## config.mk

```make
export PLATFORM = sky130hd
export DESIGN_NAME = seg_xlate_unit
export DESIGN_NICKNAME = d
export VERILOG_FILES = /design/src/rtl/seg_xlate_pkg.sv /design/src/rtl/seg_desc_unpack.sv /design/src/rtl/seg_limit_chk.sv /design/src/rtl/seg_access_chk.sv /design/src/rtl/seg_xlate_unit.sv
export SDC_FILE = /design/constraint.sdc
export NUM_CORES = 1
export LEC_CHECK = 0
export ABC_AREA = 1
export BUFFER_PORTS_ARGS = -buffer_cell sky130_fd_sc_hd__buf_2
export CORE_UTILIZATION = 57
export CTS_CLUSTER_SIZE = 20
export DETAILED_ROUTE_END_ITERATION = 16
export PLACE_DENSITY = 0.84
export SLEW_MARGIN = 10
export SYNTH_ARGS = -nofsm -noshare
export SYNTH_HDL_FRONTEND = slang
export SYNTH_SLANG_ARGS = --single-unit
```

## constraint.sdc

```tcl
create_clock -name clk -period 3.7 [get_ports clk]
set_input_delay 0 -clock clk [delete_from_list [all_inputs] [get_ports clk]]
set_output_delay 0 -clock clk [all_outputs]
set_load 0.02 [all_outputs]
```

## src/rtl/seg_xlate_pkg.sv

```systemverilog
package seg_xlate_pkg;

    localparam int SEL_W      = 16;
    localparam int ADDR_W     = 32;
    localparam int DESC_W     = 64;
    localparam int RAW_LIM_W  = 20;
    localparam int PAGE_SHIFT = ADDR_W - RAW_LIM_W;
    localparam int SMALL_TOP_W = 16;
    localparam int VEC_W      = 8;

    localparam logic [VEC_W-1:0] VEC_NOT_PRESENT = 8'd11;
    localparam logic [VEC_W-1:0] VEC_STACK       = 8'd12;
    localparam logic [VEC_W-1:0] VEC_GEN_PROT    = 8'd13;

    typedef enum logic [1:0] {
        ACC_READ  = 2'd0,
        ACC_WRITE = 2'd1,
        ACC_EXEC  = 2'd2,
        ACC_RSVD  = 2'd3
    } acc_kind_e;

    typedef enum logic {
        ST_IDLE = 1'b0,
        ST_RESP = 1'b1
    } xlate_state_e;

    typedef struct packed {
        logic [ADDR_W-1:0] base;
        logic [ADDR_W-1:0] limit;
        logic              big;
        logic              present;
        logic [1:0]        dpl;
        logic              is_seg;
        logic [3:0]        typ;
    } seg_fields_t;

endpackage

```

## src/rtl/seg_desc_unpack.sv

```systemverilog
module seg_desc_unpack
    import seg_xlate_pkg::*;
(
    input  logic [DESC_W-1:0] desc,
    output seg_fields_t       fields
);

    logic [RAW_LIM_W-1:0] raw_lim;
    logic                 gran;
    logic                 unused_desc_bits;

    // bits 53:52 carry no meaning for this checker
    assign unused_desc_bits = ^desc[53:52];

    assign raw_lim = {desc[51:48], desc[15:0]};
    assign gran    = desc[55];

    always_comb begin
        fields.base    = {desc[63:56], desc[39:32], desc[31:16]};
        fields.big     = desc[54];
        fields.present = desc[47];
        fields.dpl     = desc[46:45];
        fields.is_seg  = desc[44];
        fields.typ     = desc[43:40];
        if (gran) begin
            fields.limit = {raw_lim, {PAGE_SHIFT{1'b1}}};
        end else begin
            fields.limit = {{PAGE_SHIFT{1'b0}}, raw_lim};
        end
    end

endmodule

```

## src/rtl/seg_limit_chk.sv

```systemverilog
module seg_limit_chk
    import seg_xlate_pkg::*;
(
    input  logic [ADDR_W-1:0] offset,
    input  logic [ADDR_W-1:0] limit,
    input  logic              expand_down,
    input  logic              big,
    input  logic [1:0]        size_code,
    output logic              limit_fault
);

    localparam int EXT_W = ADDR_W + 1;

    logic [ADDR_W-1:0] span;
    logic [EXT_W-1:0]  last_byte;
    logic [EXT_W-1:0]  top;

    always_comb begin
        unique case (size_code)
            2'd0:    span = ADDR_W'(0);
            2'd1:    span = ADDR_W'(1);
            default: span = ADDR_W'(3);
        endcase
    end

    assign last_byte = {1'b0, offset} + {1'b0, span};

    generate
        if (SMALL_TOP_W < ADDR_W) begin : g_two_tops
            assign top = big ? {1'b0, {ADDR_W{1'b1}}}
                             : {{(EXT_W-SMALL_TOP_W){1'b0}}, {SMALL_TOP_W{1'b1}}};
        end else begin : g_one_top
            assign top = {1'b0, {ADDR_W{1'b1}}};
        end
    endgenerate

    always_comb begin
        if (expand_down) begin
            limit_fault = (offset <= limit) || (last_byte > top);
        end else begin
            limit_fault = last_byte > {1'b0, limit};
        end
    end

endmodule

```

## src/rtl/seg_access_chk.sv

```systemverilog
module seg_access_chk
    import seg_xlate_pkg::*;
(
    input  logic [3:0] typ,
    input  logic [1:0] dpl,
    input  logic [1:0] cpl,
    input  logic [1:0] rpl,
    input  acc_kind_e  kind,
    output logic       access_fault
);

    logic       is_code;
    logic       conf_or_down;
    logic       rd_or_wr_ok;
    logic [1:0] eff_pl;
    logic       data_pl_bad;

    assign is_code      = typ[3];
    assign conf_or_down = typ[2];
    assign rd_or_wr_ok  = typ[1];
    assign eff_pl       = (cpl > rpl) ? cpl : rpl;
    assign data_pl_bad  = eff_pl > dpl;

    always_comb begin
        access_fault = 1'b0;
        unique case (kind)
            ACC_EXEC: begin
                if (!is_code) begin
                    access_fault = 1'b1;
                end else if (conf_or_down) begin
                    access_fault = cpl < dpl;
                end else begin
                    access_fault = cpl != dpl;
                end
            end
            ACC_WRITE: begin
                access_fault = is_code || !rd_or_wr_ok || data_pl_bad;
            end
            ACC_READ, ACC_RSVD: begin
                if (is_code) begin
                    access_fault = !rd_or_wr_ok || (!conf_or_down && data_pl_bad);
                end else begin
                    access_fault = data_pl_bad;
                end
            end
        endcase
    end

endmodule

```

## src/rtl/seg_xlate_unit.sv

```systemverilog
module seg_xlate_unit
    import seg_xlate_pkg::*;
#(
    parameter int REAL_SHIFT = 4
) (
    input  logic              clk,
    input  logic              rst_n,
    input  logic              req_valid,
    input  logic              prot_mode,
    input  logic [SEL_W-1:0]  seg_sel,
    input  logic [ADDR_W-1:0] offset,
    input  logic [DESC_W-1:0] desc,
    input  logic [1:0]        cpl,
    input  logic [1:0]        acc_kind,
    input  logic [1:0]        acc_size,
    input  logic              stack_seg,
    output logic              rsp_valid,
    output logic              rsp_ok,
    output logic [ADDR_W-1:0] lin_addr,
    output logic [VEC_W-1:0]  fault_vec,
    output logic [SEL_W-1:0]  fault_err
);

    localparam int REAL_W = SEL_W + REAL_SHIFT;

    xlate_state_e state_q, state_d;

    seg_fields_t        fld;
    logic               access_fault;
    logic               limit_fault;
    logic [REAL_W-1:0]  real_sum;
    logic               sel_null;
    logic [SEL_W-1:0]   sel_err;
    logic [VEC_W-1:0]   gp_vec;
    logic [VEC_W-1:0]   np_vec;

    logic               nx_ok;
    logic [ADDR_W-1:0]  nx_lin;
    logic [VEC_W-1:0]   nx_vec;
    logic [SEL_W-1:0]   nx_err;

    seg_desc_unpack u_unpack (
        .desc   (desc),
        .fields (fld)
    );

    seg_access_chk u_access (
        .typ          (fld.typ),
        .dpl          (fld.dpl),
        .cpl          (cpl),
        .rpl          (seg_sel[1:0]),
        .kind         (acc_kind_e'(acc_kind)),
        .access_fault (access_fault)
    );

    seg_limit_chk u_limit (
        .offset      (offset),
        .limit       (fld.limit),
        .expand_down (!fld.typ[3] && fld.typ[2]),
        .big         (fld.big),
        .size_code   (acc_size),
        .limit_fault (limit_fault)
    );

    assign real_sum = {seg_sel, {REAL_SHIFT{1'b0}}} + REAL_W'(offset[SEL_W-1:0]);
    assign sel_null = (seg_sel[SEL_W-1:3] == '0) && !seg_sel[2];
    assign sel_err  = {seg_sel[SEL_W-1:2], 2'b00};
    assign gp_vec   = stack_seg ? VEC_STACK : VEC_GEN_PROT;
    assign np_vec   = stack_seg ? VEC_STACK : VEC_NOT_PRESENT;

    // verdict in fixed priority order
    always_comb begin
        nx_ok  = 1'b1;
        nx_lin = '0;
        nx_vec = '0;
        nx_err = '0;
        if (!prot_mode) begin
            nx_lin = ADDR_W'(real_sum);
        end else if (sel_null) begin
            nx_ok  = 1'b0;
            nx_vec = gp_vec;
        end else if (!fld.is_seg || access_fault) begin
            nx_ok  = 1'b0;
            nx_vec = gp_vec;
            nx_err = sel_err;
        end else if (!fld.present) begin
            nx_ok  = 1'b0;
            nx_vec = np_vec;
            nx_err = sel_err;
        end else if (limit_fault) begin
            nx_ok  = 1'b0;
            nx_vec = gp_vec;
        end else begin
            nx_lin = fld.base + offset;
        end
    end

    // state register
    always_ff @(posedge clk) begin
        if (!rst_n) begin
            state_q <= ST_IDLE;
        end else begin
            state_q <= state_d;
        end
    end

    // transitions: ACCEPT, STREAM, DRAIN
    always_comb begin
        state_d = state_q;
        unique case (state_q)
            ST_IDLE: state_d = req_valid ? ST_RESP : ST_IDLE;
            ST_RESP: state_d = req_valid ? ST_RESP : ST_IDLE;
        endcase
    end

    // output registers
    always_ff @(posedge clk) begin
        if (!rst_n) begin
            rsp_ok    <= 1'b0;
            lin_addr  <= '0;
            fault_vec <= '0;
            fault_err <= '0;
        end else if (req_valid) begin
            rsp_ok    <= nx_ok;
            lin_addr  <= nx_lin;
            fault_vec <= nx_vec;
            fault_err <= nx_err;
        end
    end

    assign rsp_valid = (state_q == ST_RESP);

endmodule

```

Word level (Yosys, flattened, before mapping)
Cells that the tools add are included.

Add/sub/neg operators: 3. Magnitude comparators: 6. Equal/unequal tests: 5. Mux-type cells: 31. Reductions and logical operators: 17.

Operators with widths (count): $mux W32 (7); $mux W16 (4); $add A32 B2 Y33 (1); $gt A33 B32 Y1 (1); $gt A33 B33 Y1 (1); $add A32 B32 Y32 (1); $le A32 B32 Y1 (1); $add A20 B16 Y20 (1); $mux W4 (5); $logic_not A13 Y1 (1); $mux W1 (11); $logic_not A1 Y1 (5); $logic_or A1 B1 Y1 (5); $eq A2 B1 Y1 const B (2); $eq A2 B2 Y1 const B (2); $gt A2 B2 Y1 (2); $logic_not A2 Y1 (2); $pmux W2 S2 (1); $logic_and A1 B1 Y1 (3); $mux W3 (1); $pmux W1 S3 (1); $lt A2 B2 Y1 (1); $mux W2 (1); $ne A2 B2 Y1 (1); $reduce_or A2 Y1 (1).

Bits in registers: 58. Bits of input ports: 123. Output and inout bits: 58. Logic and storage cells: 67.

Logic depth before layout (Yosys ltp)
Depth after elaboration: 11. Gate-level depth with buffers: 30. Depth with buffers taken out: 30.

Modules after synthesis
From an unflattened synthesis, not the netlist that was laid out.

Cells, all modules: 1606. Area total of the unflattened synthesis: 9276.4 um2.

By module, submodules not included: seg_xlate_unit (times used 1, cells each 959, area an instance 5421.4 um2, sequential area each 1041.0 um2); seg_limit_chk (times used 1, cells each 497, area an instance 3007.9 um2, sequential area each 0.0 um2); seg_desc_unpack (times used 1, cells each 105, area an instance 584.3 um2, sequential area each 0.0 um2); seg_access_chk (times used 1, cells each 45, area an instance 262.8 um2, sequential area each 0.0 um2).

Worst setup path after synthesis
Ideal clock, no wire load.

Path type: input-to-reg. From: in acc_size[0]. To: reg lin_addr[1]. Setup time: 66 ps. Arrival time: 3321 ps. Data required time: 3634 ps. Path slack: 313 ps. Cell stages on the path: 27. Buffers on the path: 1. Path through: or2_2 -> ha_1 -> fa_1 -> nand3_1 -> nor2_2 -> nand3_1 -> nor2_1 -> nand2_1 -> nor2_1 -> and3_1 -> o21ai_0 -> inv_1 -> ha_1 -> nand2_1 -> inv_1 -> nand3_1 -> nor2_1 -> a21oi_1 -> nand3_1 -> nand2_1 -> nand2_1 -> nand2_1 -> nand2_1 -> a21oi_2 -> buf_2 -> nand4_2 -> a21oi_2.

Word-level cells in the longest chain between the ends: 11. Elaborated cells between the ends (all ways): 13. Those cells by class: add/sub (1); order compare (2); eq/ne (1); mux (7); reduce/logical (2).

Ends and longest elaborated chain: start: declaration (line seg_xlate_unit.sv:15) `input logic [1:0] acc_size,`; $eq A2 B1 Y1 / $logic_not A2 Y1 (equally long branches) (line seg_limit_chk.sv:19) `unique case (size_code)`; $pmux W2 S2 * (line seg_limit_chk.sv:19); $add A32 B2 Y33 * (line seg_limit_chk.sv:26) `assign last_byte = {1'b0, offset} + {1'b0, span};`; $gt A33 B33 Y1 (line seg_limit_chk.sv:39) `limit_fault = (offset <= limit) || (last_byte > top);`; $logic_or A1 B1 Y1 (line seg_limit_chk.sv:39); $mux W1 * (line seg_limit_chk.sv:38) `if (expand_down) begin`; $mux W32 * (line seg_xlate_unit.sv:90) `end else if (limit_fault) begin`; $mux W32 * (line seg_xlate_unit.sv:86) `end else if (!fld.present) begin`; $mux W32 * (line seg_xlate_unit.sv:82) `end else if (!fld.is_seg || access_fault) begin`; $mux W32 * (line seg_xlate_unit.sv:79) `end else if (sel_null) begin`; $mux W32 * (line seg_xlate_unit.sv:77) `if (!prot_mode) begin`; end signal: assignment (line seg_xlate_unit.sv:125) `lin_addr <= nx_lin;`; end: declaration (line seg_xlate_unit.sv:19) `output logic [ADDR_W-1:0] lin_addr,`.

Mark *: on every way between the ends. The rest lies on a longest branch, timed or not. A chain may end at the register's enable or synchronous reset.

Worst setup path in the final report
From: in acc_size[0]. To: reg fault_vec[3].

Word-level cells in the longest chain between the ends: 11. Elaborated cells between the ends (all ways): 13. Those cells by class: add/sub (1); order compare (2); eq/ne (1); mux (7); reduce/logical (2).

Ends and longest elaborated chain: $eq A2 B1 Y1 / $logic_not A2 Y1 (equally long branches) (line seg_limit_chk.sv:19); $pmux W2 S2 * (line seg_limit_chk.sv:19); $add A32 B2 Y33 * (line seg_limit_chk.sv:26); $gt A33 B33 Y1 (line seg_limit_chk.sv:39); $logic_or A1 B1 Y1 (line seg_limit_chk.sv:39); $mux W1 * (line seg_limit_chk.sv:38); $mux W4 * (line seg_xlate_unit.sv:90); $mux W4 * (line seg_xlate_unit.sv:86); $mux W4 * (line seg_xlate_unit.sv:82); $mux W4 * (line seg_xlate_unit.sv:79); $mux W4 * (line seg_xlate_unit.sv:77); end signal: assignment (line seg_xlate_unit.sv:126) `fault_vec <= nx_vec;`; end: declaration (line seg_xlate_unit.sv:20) `output logic [VEC_W-1:0] fault_vec,`.

Marks and branches as above.

==> flow_metrics.tcl <==
set metrics [dict create \
    finish.cell_count_without_fillers 1595 \
    gr-usage-met2_pct 58.0 \
    worst_hold_startpoint "stack_seg" \
    placed_cells_incl_taps 1583 \
    status "complete, no violations" \
    synth_compound_gate_area_share_pct 16.9 \
    slew_headroom_pct 28.2 \
    tritoncts "done" \
    critical_path_buf_inv_count 5 \
    hold_slack_ns 0.00810 \
    clk_latency_ns 0.29 \
    vdd.ir_drop.worst_uv 195 \
    critical_path_peak_fanout 9 \
    yosysSeqAreaShare_pct 13.0 \
    grt_pass1_vias 8410 \
    area_delta_synth_final_pct 17.5 \
    maxCapViolations 0 \
    critPathRequiredTime_ns 3.83 \
    min_path_type "in2reg" \
    drive_gt1_share_pct 18.6 \
    synth_fa_ha_area_share_pct 21.7 \
    cpMaxStageDelayCell "fa_2" \
    grt_use_total_pct 35.0 \
    yosys_most_used_dff "dfxtp_1" \
    syn-cell-area_mm2 0.00800 \
    tightestPinTransition_ns 1.08 \
    clk_pin_slew_worst_paths_ns 0.07 \
    detail_route.first_pass.iterations 5 \
    clock_path_buffers 2 \
    antenna_found_initial 0 \
    timing.setup.tns_ns 0 \
    synth.yosys.warnings 0 \
    cts_max_level 2 \
    worstPathArrival_ns 3.57 \
    count_leader_synth "nand2_1" \
    gr-max-usage-layer "met2" \
    fin_skew_ns 0 \
    grt_start_max_net_pins 35 \
    period_share_pct 92.9 \
    final_period_minus_worst_setup_slack_ns 3.44 \
    worst-setup-path-type "in2reg" \
    r2r-start "lin_addr[1]" \
    floorplan.initialDensity_pct 59.4 \
    synthesis.area_per_instance_um2 6.45 \
    postRouteAntennaNets 0 \
    timing.critical_path.slowest_cell_delay_ns 0.36 \
    finish.net_count 1678 \
    die_w_um 120 \
    ctsRootBufferMaster "clkbuf_16" \
    vert_die_dim_um 120 \
    core_region_area_mm2 0.0135 \
    worstSetupEndpointType "flop" \
    top_level_ports 181 \
    area.sequential_mm2 0.00104 \
    ctsHoldBuffers 0 \
    grt_pass1_wl_um 40500 \
    synth-seq-cells 52 \
    globalRouteMet1Util_pct 46.9 \
    crit_family "simple AND/OR/NAND/NOR gates" \
    via_per_inst 5.77 \
    combinational_family_with_the_most_area_after_synthesis "simple AND/OR/NAND/NOR gates" \
    standard_cell_area_after_detailed_placement_mm2 0.00913 \
    synth_common_cells "nand2_1 (280), inv_1 (144), a21oi_1 (140)" \
    gp_routability_congestion 1.01 \
    synth.area.top_cells "ha_1 (21%), nand2_1 (13%), dfxtp_1 (13%), a21oi_1 (8.8%), inv_1 (6.8%)" \
    detailedPlace.worstSlack_ns -0.0282 \
    start_kind "input pin" \
    leakage_nw 4.92 \
    remaining_drc_errors 0 \
    setup_viol 0 \
    finalHoldViolations 0 \
    gr-total-overflow 0 \
    numClockSinks 52 \
    synthXorXnorAreaFrac_pct 5.15 \
    drt-total-wl_um 26300 \
    synth-async-reset-ratio_pct 0 \
    pwr_density_cell_mw_per_mm2 239 \
    fmax_ghz 0.291 \
    timing_max_transition_violations_final 0 \
    synth.mux.area_fraction_pct 1.00 \
    routed_wire_length_per_instance_um 16.5 \
    placement_rows 42 \
    antenna_cells 0 \
    portBuffers 171 \
    vias 9205 \
    die-area_mm2 0.0145 \
    crit_start "acc_size[0]" \
    place_hpwl_um 21500 \
    tritoncts.num_buffers 5 \
    postSynthCellCount 1239 \
    drt_iter0_markers 653 \
    finalWorstSetupSlack_ns 0.262 \
    n_fill_cell 1244 \
    final_area_mm2 0.00940 \
    synth.distinct_cells 56 \
    fraction_of_synthesized_cell_area_taken_by_the_top_area_cell_type_pct 21.0 \
    multi_input_area_mm2 0.00623 \
    synth-edff-count 0 \
    critical_path.most_common_cell "nand2_1" \
    synth.largest_area_cell "ha_1" \
    grt_util_met3_pct 4.25 \
    synth_simple_gate_area_share_pct 32.5 \
]
==> worst reg2reg max path: cells and delay by family, from the launching register on <==
family | cells | cell delay, ns
AOI/OAI and AO/OA | 2 | 0.28
DFF | 1 | 0.35
==> stage by stage <==
stage                     utilization [%]  power, mW
after detailed placement             67.9       1.68
after global placement               67.9       1.66
after floorplan                         -       1.33
after CTS                            69.1       2.20
after global routing                 69.9       2.39
final                                69.9       2.24
==> cell type report <==
cell class	instances	share of cell area (%)
Inverter	149	5.95
Clock inverter	2	0.413
Sequential cell	52	11.1
Clock buffer	6	1.37
Multi-Input combinational cell	1006	66.3
Timing Repair Buffer	204	12.6
Tap cell	176	2.34
==> power breakdown <==
| part | switching [mW] | total, mW | internal [mW] |
|---|---|---|---|
| clock | 0.212 | 0.534 | 0.322 |
| combinational | 0.703 | 1.11 | 0.405 |
| sequential | 0.0153 | 0.601 | 0.586 |
| total | 0.930 | 2.24 | 1.31 |
==> path summary, 6_finish.rpt <==
path              cells past startpoint  slack, ns            to
hold reg to reg                       2       0.46  fault_err[5]
hold / removal                        4      0.008  fault_vec[0]
setup / recovery                     30       0.26  fault_vec[3]
setup reg to reg                      2       2.96   lin_addr[1]
==> state kept, by name, indices dropped and copies added, names as in the netlist <==
name and count:
rsp_valid 1, rsp_ok 1, lin_addr 32, fault_err 14, fault_vec 4
==> kinds of logic (layout without fill, tap and decap cells) <==
family                   count (synthesis)  count (layout)
AND/OR/NAND/NOR                        562             562
AO/OA/AOI/OAI                          246             246
buffers and inverters                  186             361
adder cells (fa/ha/maj)                137             137
flip-flops                              52              52
XOR/XNOR                                47              47
multiplexers                             8               8
other                                    1               6
==> routing by layer <==
metal / up-vias / share of wire [%]
met5: - / 0
met4: 0 / 2.9
met3: 51 / 8.8
li1: 4557 / -
met2: 418 / 45
met1: 4179 / 43
==> what timing repair did <==
| item | CTS | global route |
|---|---|---|
| setup endpoints to repair | 0 | 26 |
| setup buffers | 0 | 1 |
| resized for setup | 0 | 5 |
==> cells in the final DEF (no fill, tap or decap), drive strengths merged, types with 3 or more instances in the layout <==
master,instances
and3,3
nor2,116
clkbuf,8
o211ai,3
o21a,4
a21oi,145
buf,202
nand4,61
dfxtp,52
conb,6
xor2,33
nor3,17
nand3b,4
o21ai,61
mux2i,8
inv,149
a31oi,6
or2,7
o21bai,4
fa,3
a21boi,7
nand2,288
xnor2,14
o221ai,3
ha,134
nor4,6
a21o,4
nand3,58
(Power assumes the default switching activity.)
